File: src/rtl/dir_table_pkg.sv
package dir_table_pkg;

  // Strobes from the sequencer to the record store
  typedef struct packed {
    logic loadNew;   // capture the offered record
    logic shiftOne;  // move slot cursor-1 up into slot cursor
    logic writeNew;  // place the captured record at slot cursor
  } dirStrobe_t;

  typedef enum logic [0:0] {
    ST_IDLE  = 1'b0,
    ST_PLACE = 1'b1
  } dirState_t;

endpackage

File: src/rtl/dir_table_ctrl.sv
module dir_table_ctrl
  import dir_table_pkg::*;
#(
  parameter int DEPTH = 32,
  localparam int IDX_W = (DEPTH > 1) ? $clog2(DEPTH) : 1,
  localparam int CNT_W = $clog2(DEPTH + 1)
) (
  input  logic             clk,
  input  logic             rstN,
  input  logic             insValid,
  input  logic             full,
  input  logic             dupHit,
  input  logic             keyLess,
  input  logic [CNT_W-1:0] count,
  output dirStrobe_t       strobe,
  output logic [IDX_W-1:0] cursor,
  output logic             busy,
  output logic             insDone,
  output logic             insOk,
  output logic             errFull,
  output logic             errDup
);

  dirState_t state;
  logic      moreToShift;

  assign busy        = (state == ST_PLACE);
  assign moreToShift = (cursor != '0) && keyLess;

  always_comb begin
    strobe = '0;
    if (state == ST_IDLE) begin
      strobe.loadNew = insValid && !full && !dupHit;
    end else if (moreToShift) begin
      strobe.shiftOne = 1'b1;
    end else begin
      strobe.writeNew = 1'b1;
    end
  end

  always_ff @(posedge clk) begin
    if (!rstN) begin
      state   <= ST_IDLE;
      cursor  <= '0;
      insDone <= 1'b0;
      insOk   <= 1'b0;
      errFull <= 1'b0;
      errDup  <= 1'b0;
    end else begin
      insDone <= 1'b0;
      insOk   <= 1'b0;
      errFull <= 1'b0;
      errDup  <= 1'b0;
      case (state)
        ST_IDLE: begin
          if (insValid) begin
            if (full) begin
              insDone <= 1'b1;
              errFull <= 1'b1;
            end else if (dupHit) begin
              insDone <= 1'b1;
              errDup  <= 1'b1;
            end else begin
              state  <= ST_PLACE;
              cursor <= count[IDX_W-1:0];
            end
          end
        end
        ST_PLACE: begin
          if (moreToShift) begin
            cursor <= cursor - 1'b1;
          end else begin
            state   <= ST_IDLE;
            insDone <= 1'b1;
            insOk   <= 1'b1;
          end
        end
        default: state <= ST_IDLE;
      endcase
    end
  end

endmodule

File: src/rtl/dir_table_store.sv
module dir_table_store
  import dir_table_pkg::*;
#(
  parameter int              DEPTH         = 32,
  parameter int              KEY_W         = 8,
  parameter int              ID_W          = 8,
  parameter int              SIZE_W        = 32,
  parameter int              HND_W         = 16,
  parameter int              SEL_W         = 16,
  parameter logic [SEL_W-1:0] SEL_BASE     = 16'h0020,
  parameter logic [KEY_W-1:0] DEFAULT_ORDER = 8'd200,
  localparam int IDX_W = (DEPTH > 1) ? $clog2(DEPTH) : 1,
  localparam int CNT_W = $clog2(DEPTH + 1),
  localparam int SIZE_BYTES = SIZE_W / 8
) (
  input  logic              clk,
  input  logic              rstN,
  input  dirStrobe_t        strobe,
  input  logic [IDX_W-1:0]  cursor,
  input  logic              insKnown,
  input  logic [KEY_W-1:0]  insKey,
  input  logic [ID_W-1:0]   insId,
  input  logic [SIZE_W-1:0] insSize,
  input  logic [HND_W-1:0]  insHandle,
  input  logic [IDX_W-1:0]  rdIdx,
  output logic [CNT_W-1:0]  count,
  output logic              full,
  output logic              dupHit,
  output logic              keyLess,
  output logic [31:0]       rdCountBe,
  output logic              rdValid,
  output logic [KEY_W-1:0]  rdKey,
  output logic [ID_W-1:0]   rdId,
  output logic [SIZE_W-1:0] rdSizeBe,
  output logic [HND_W-1:0]  rdHandle,
  output logic [SEL_W-1:0]  rdSel
);

  logic              slotValid [DEPTH];
  logic [KEY_W-1:0]  keyArr    [DEPTH];
  logic [ID_W-1:0]   idArr     [DEPTH];
  logic [SIZE_W-1:0] sizeArr   [DEPTH];
  logic [HND_W-1:0]  hndArr    [DEPTH];
  logic [SEL_W-1:0]  selArr    [DEPTH];

  logic [KEY_W-1:0]  newKey;
  logic [ID_W-1:0]   newId;
  logic [SIZE_W-1:0] newSize;
  logic [HND_W-1:0]  newHandle;
  logic [DEPTH-1:0]  idMatch;
  logic [IDX_W-1:0]  prevIdx;
  logic [31:0]       countWide;

  // Captured record, key replaced by the last-place value when unknown
  always_ff @(posedge clk) begin
    if (!rstN) begin
      newKey    <= '0;
      newId     <= '0;
      newSize   <= '0;
      newHandle <= '0;
    end else if (strobe.loadNew) begin
      newKey    <= insKnown ? insKey : DEFAULT_ORDER;
      newId     <= insId;
      newSize   <= insSize;
      newHandle <= insHandle;
    end
  end

  always_ff @(posedge clk) begin
    if (!rstN) begin
      count <= '0;
    end else if (strobe.writeNew) begin
      count <= count + 1'b1;
    end
  end

  // One register set per slot; slot i is fed either by slot i-1 or by the new record
  for (genvar i = 0; i < DEPTH; i++) begin : g_slot
    localparam int SRC = (i == 0) ? 0 : i - 1;
    localparam logic [SEL_W-1:0] SLOT_SEL = SEL_BASE + SEL_W'(i);
    logic hitSlot;
    assign hitSlot = (cursor == IDX_W'(i));

    always_ff @(posedge clk) begin
      if (!rstN) begin
        slotValid[i] <= 1'b0;
        keyArr[i]    <= '0;
        idArr[i]     <= '0;
        sizeArr[i]   <= '0;
        hndArr[i]    <= '0;
        selArr[i]    <= '0;
      end else if (strobe.shiftOne && hitSlot && (i != 0)) begin
        slotValid[i] <= 1'b1;
        keyArr[i]    <= keyArr[SRC];
        idArr[i]     <= idArr[SRC];
        sizeArr[i]   <= sizeArr[SRC];
        hndArr[i]    <= hndArr[SRC];
        selArr[i]    <= SLOT_SEL;
      end else if (strobe.writeNew && hitSlot) begin
        slotValid[i] <= 1'b1;
        keyArr[i]    <= newKey;
        idArr[i]     <= newId;
        sizeArr[i]   <= newSize;
        hndArr[i]    <= newHandle;
        selArr[i]    <= SLOT_SEL;
      end
    end

    assign idMatch[i] = slotValid[i] && (idArr[i] == insId);
  end

  assign dupHit  = |idMatch;
  assign full    = (count == CNT_W'(DEPTH));
  assign prevIdx = cursor - 1'b1;
  assign keyLess = (cursor != '0) && (newKey < keyArr[prevIdx]);

  // Read port
  assign countWide = 32'(count);
  assign rdCountBe = {countWide[7:0], countWide[15:8], countWide[23:16], countWide[31:24]};
  assign rdValid   = slotValid[rdIdx];
  assign rdKey     = keyArr[rdIdx];
  assign rdId      = idArr[rdIdx];
  assign rdHandle  = hndArr[rdIdx];
  assign rdSel     = selArr[rdIdx];

  always_comb begin
    for (int b = 0; b < SIZE_BYTES; b++) begin
      rdSizeBe[b*8 +: 8] = sizeArr[rdIdx][SIZE_W-8-b*8 +: 8];
    end
  end

endmodule

File: src/rtl/dir_sorted_table.sv
module dir_sorted_table
  import dir_table_pkg::*;
#(
  parameter int              DEPTH         = 32,
  parameter int              KEY_W         = 8,
  parameter int              ID_W          = 8,
  parameter int              SIZE_W        = 32,
  parameter int              HND_W         = 16,
  parameter int              SEL_W         = 16,
  parameter logic [SEL_W-1:0] SEL_BASE     = 16'h0020,
  parameter logic [KEY_W-1:0] DEFAULT_ORDER = 8'd200,
  localparam int IDX_W = (DEPTH > 1) ? $clog2(DEPTH) : 1,
  localparam int CNT_W = $clog2(DEPTH + 1)
) (
  input  logic              clk,
  input  logic              rstN,
  input  logic              insValid,
  input  logic              insKnown,
  input  logic [KEY_W-1:0]  insKey,
  input  logic [ID_W-1:0]   insId,
  input  logic [SIZE_W-1:0] insSize,
  input  logic [HND_W-1:0]  insHandle,
  input  logic [IDX_W-1:0]  rdIdx,
  output logic              busy,
  output logic              insDone,
  output logic              insOk,
  output logic              errFull,
  output logic              errDup,
  output logic [31:0]       rdCountBe,
  output logic              rdValid,
  output logic [KEY_W-1:0]  rdKey,
  output logic [ID_W-1:0]   rdId,
  output logic [SIZE_W-1:0] rdSizeBe,
  output logic [HND_W-1:0]  rdHandle,
  output logic [SEL_W-1:0]  rdSel
);

  dirStrobe_t       strobe;
  logic [IDX_W-1:0] cursor;
  logic [CNT_W-1:0] tableCount;
  logic             full;
  logic             dupHit;
  logic             keyLess;

  dir_table_ctrl #(.DEPTH(DEPTH)) u_ctrl (
    .clk(clk), .rstN(rstN), .insValid(insValid),
    .full(full), .dupHit(dupHit), .keyLess(keyLess), .count(tableCount),
    .strobe(strobe), .cursor(cursor), .busy(busy),
    .insDone(insDone), .insOk(insOk), .errFull(errFull), .errDup(errDup)
  );

  dir_table_store #(
    .DEPTH(DEPTH), .KEY_W(KEY_W), .ID_W(ID_W), .SIZE_W(SIZE_W),
    .HND_W(HND_W), .SEL_W(SEL_W), .SEL_BASE(SEL_BASE), .DEFAULT_ORDER(DEFAULT_ORDER)
  ) u_store (
    .clk(clk), .rstN(rstN), .strobe(strobe), .cursor(cursor),
    .insKnown(insKnown), .insKey(insKey), .insId(insId),
    .insSize(insSize), .insHandle(insHandle), .rdIdx(rdIdx),
    .count(tableCount), .full(full), .dupHit(dupHit), .keyLess(keyLess),
    .rdCountBe(rdCountBe), .rdValid(rdValid), .rdKey(rdKey), .rdId(rdId),
    .rdSizeBe(rdSizeBe), .rdHandle(rdHandle), .rdSel(rdSel)
  );

endmodule

File: config.mk
export PLATFORM = sky130hd
export DESIGN_NAME = dir_sorted_table
export DESIGN_NICKNAME = d
export VERILOG_FILES = /design/src/rtl/dir_table_pkg.sv /design/src/rtl/dir_table_ctrl.sv /design/src/rtl/dir_table_store.sv /design/src/rtl/dir_sorted_table.sv
export SDC_FILE = /design/constraint.sdc
export NUM_CORES = 2
export LEC_CHECK = 0
export ABC_CLOCK_PERIOD_IN_PS = 19610
export BUFFER_PORTS_ARGS = -buffer_cell sky130_fd_sc_hd__buf_2
export CAP_MARGIN = 0
export CELL_PAD_IN_SITES_DETAIL_PLACEMENT = 0
export CELL_PAD_IN_SITES_GLOBAL_PLACEMENT = 1
export CORE_ASPECT_RATIO = 1.5
export CORE_MARGIN = 10
export CORE_UTILIZATION = 40
export DETAILED_ROUTE_END_ITERATION = 8
export MAX_ROUTING_LAYER = met4
export PLACE_DENSITY_LB_ADDON = 0.1
export SETUP_SLACK_MARGIN = 0.4
export SYNTH_ARGS = -nofsm -noshare
export SYNTH_HDL_FRONTEND = slang
export SYNTH_SLANG_ARGS = --single-unit
File: constraint.sdc
create_clock -name clk -period 19.61 [get_ports clk]
set_clock_uncertainty 0.15 [all_clocks]
set_input_delay 3.922 -clock clk [delete_from_list [all_inputs] [get_ports clk]]
set_output_delay 3.922 -clock clk [all_outputs]
set_load 0.005 [all_outputs]
==> metrics.md <==
| Metric | Value |
|---|---|
| M1 WL | `171 mm` |
| Critical path startpoint | `rdIdx[1]` |
| Cell Int Power | `8.36 mW` |
| Startpoint types | `input pin` |
| Most frequent cells in the layout | `2079 x edfxtp_1, 2058 x nand2_1, 1874 x a21oi_1` |
| Leading cell type in the layout, fill and taps excluded | `edfxtp_1` |
| Via Count | `81300` |
| Clk pwr share | `36.3%` |
| Net Sw Frac | `31.7%` |
| Top cells by area, synth | `edfxtp_1 57%, mux4_2 15%, a21oi_1 8.6%` |
| Initial Util | `40.2%` |
| Final period utilization | `66.6%` |
| HPWL Detailed | `266 mm` |
| Root Buffer | `clkbuf_16` |
| Max cap viols | `0` |
| Met3 Wirelength | `42.1 mm` |
| Hold Violations, Final | `0` |
| 1st-iter DRT viols | `11200` |
| Post-synth top area share | `57.3%` |
| Row Count | `234` |
| Final setup fails | `0` |
| Area growth syn-to-layout | `10.4%` |
| Die footprint | `294000 sq um` |
| Critical path's slowest cell | `buf_4` |
| Final WL | `480 mm` |
| Total track usage | `32.6%` |
| Type of the worst setup path | `in -> out` |
| Ratio of cells with drive above 1 in the final layout | `18.3%` |
| Worst skew pair latency | `0.94 ns` |
| EDFF count, synth | `2079` |
| First-pass GRT wire length | `658 mm` |
| First-pass DRT Iterations | `6` |
| Peak supply drop | `0.120 mV` |
| Die height | `659 microns` |
| Outcome | `completed` |
| Cells after synthesis | `8825` |
| Crit Reg-Reg Startpoint | `u_ctrl.cursor[0]` |
| Highest Signal Layer | `met4` |
| RSZ-0062 raised after global routing | `no` |
| Met2 routed WL | `236 mm` |
| Post-route ant nets | `0` |
| Clk slew on worst S/H paths | `0.06 ns` |
| Via-per-instance ratio | `6.61` |
| Die width | `446 microns` |
| Critical-path maximum fanout | `135` |
| Number of global-route vias before repair | `79900` |
| Clk buf depth | `4` |
| Pin count of the biggest net entering global routing | `209` |
| Initial antenna violation count | `24` |
| Slew HR | `15.5%` |
| CTS-repair resized insts | `0` |
| Post-CTS Hold Buffers | `0` |
| Final Power | `12.3 mW` |
| Synth Cell Area | `109000 sq um` |
| GP Congestion | `0.894` |
| Slew @ Worst Pin | `1.27 ns` |
| Top Ports | `191` |
| Worst Hold Launch | `u_store.selArr[16][4]` |
| Post-synth ARST share | `0%` |
| YS warnings | `0` |
| Sw Pwr | `3.89 mW` |
| Htree depth | `4` |
| Grt total ovfl | `0` |
| Netlist cell types | `60` |
| Clock buffer count from CTS | `226` |
| CTS Sinks | `2161` |
| Yosys top cell by area | `edfxtp_1` |
| Wire per inst | `39.0 microns` |
| Post-synthesis sequential area ratio | `58.8%` |
| Flops & latches, synth | `2161` |
| Max incr delay on CP | `0.94 ns` |
| Port Buf Inserts | `154` |
| Crit path DAT | `8.98 ns` |
| Core area | `271000 sq um` |
| Drt drc | `0` |
| FMAX | `76.6 MHz` |
| Post CTS Setup Buffer Count | `0` |
| Leak | `38.0 nW` |
| Tmin final | `13.06 ns` |
| Pwr dens | `102 nW/um^2` |
| Power share of the combinational group | `19.8%` |
| Req. time, crit path | `15.54 ns` |
| CTS tree | `yes` |
| Sequential share of power | `43.9%` |
| Syn_area_per_cell | `12.3 sq um` |
| Crit path cell chain | `buf_8 -> buf_4 -> buf_4 -> buf_12 -> mux4_2 -> mux4_2 -> mux2_2 -> buf_2` |
| Fin nets | `8647` |
| Setup_tns | `0 ns` |
| Worst min path class | `reg -> reg` |
| Crit. End Element | `primary output` |
| Slew Limit Fails | `0` |
| Primary FF master, synth | `edfxtp_1` |
## power groups by stage
stage          logic (mW)  registers [mW]  clock network [mW]
2_1_floorplan        1.61            5.44                   0
3_3_place_gp         2.40            5.47                   0
3_5_place_dp         2.40            5.47                   0
4_1_cts              2.40            5.38                4.48
5_1_grt              2.57            5.40                4.65
6_report             2.42            5.38                4.45
## Yosys cell counts, types with 60 or more instances
| library cell | n |
|---|---|
| buf_4 | 60 |
| buf_2 | 109 |
| dfxtp_1 | 82 |
| o21ai_0 | 162 |
| edfxtp_1 | 2079 |
| a21oi_1 | 1874 |
| buf_1 | 76 |
| xor2_1 | 217 |
| and2_1 | 68 |
| nand2_1 | 2062 |
| mux4_2 | 721 |
| nand3_1 | 107 |
| mux2_2 | 70 |
| o21ai_1 | 108 |
| clkbuf_1 | 636 |
## cell type report
type	count	area, sq um
diodes	14	35.0
fillers	25000	151000
clock inverters	110	1110
inverters	36	138
multi-input cells	5778	41900
well taps	3540	4430
repair buffers	357	2490
flip-flops and latches	2161	64100
clock buffers	296	6120
## metrics by stage
stage / hold WS (ns) / instance area [sq um] / utilization (%) / setup WS, ns / cells
2_1_floorplan: 0.273 / 109000 / - / 9.01 / 8860
3_3_place_gp: 0.282 / 113000 / 41.7 / 6.73 / 11900
3_5_place_dp: 0.287 / 113000 / 41.7 / 6.69 / 11900
4_1_cts: 0.297 / 120000 / 44.4 / 6.71 / 12300
5_1_grt: 0.328 / 120000 / 44.4 / 6.56 / 12300
6_report: 0.300 / 120000 / 44.4 / 6.55 / 12300
## worst paths after layout
path	end	slack [ns]	cells past startpoint
hold / removal	u_store.selArr[16][4]	0.30	2
setup reg to reg	u_store.sizeArr[16][24]	10.16	17
setup / recovery	rdSizeBe[16]	6.55	8
hold reg to reg	u_store.selArr[16][4]	0.30	2
## flip-flops by register name (all words and copies together), names as in the netlist
| name | count |
|---|---|
| u_store.sizeArr | 1024 |
| u_store.hndArr | 512 |
| u_store.idArr | 256 |
| u_store.keyArr | 256 |
| u_store.newSize | 32 |
| u_store.selArr | 31 |
| u_store.newHandle | 16 |
| u_store.newId | 8 |
| u_store.newKey | 8 |
| u_store.count | 6 |
| u_ctrl.cursor | 5 |
| u_store.slotValid | 2 |
| u_ctrl.busy | 1 |
| u_ctrl.errDup | 1 |
| u_ctrl.errFull | 1 |
| u_ctrl.insDone | 1 |
| u_ctrl.insOk | 1 |
## worst max-delay path: cells and delay by family
family,cells,cell delay (ns)
buffers and inverters,5,3.27
multiplexers,3,1.27
## per-layer routing
metal | global-route usage (%) | vias to the layer above
met5 | - | -
met4 | 16.9 | 0
met3 | 5.38 | 1262
met2 | 53.3 | 5102
met1 | 38.7 | 42600
li1 | - | 32400
## logic make-up after synthesis
group           after synthesis  share of synthesized area (%)
compound gates             2198                           10.3
xor+xnor                    263                           2.13
fa+ha+maj                    14                          0.161
buf+inv                     921                           3.53
flops                      2161                           58.8
mux                         817                           15.9
other cells                   1                        0.00344
simple gates               2450                           9.20
Power figures use the tool's default switching activity.
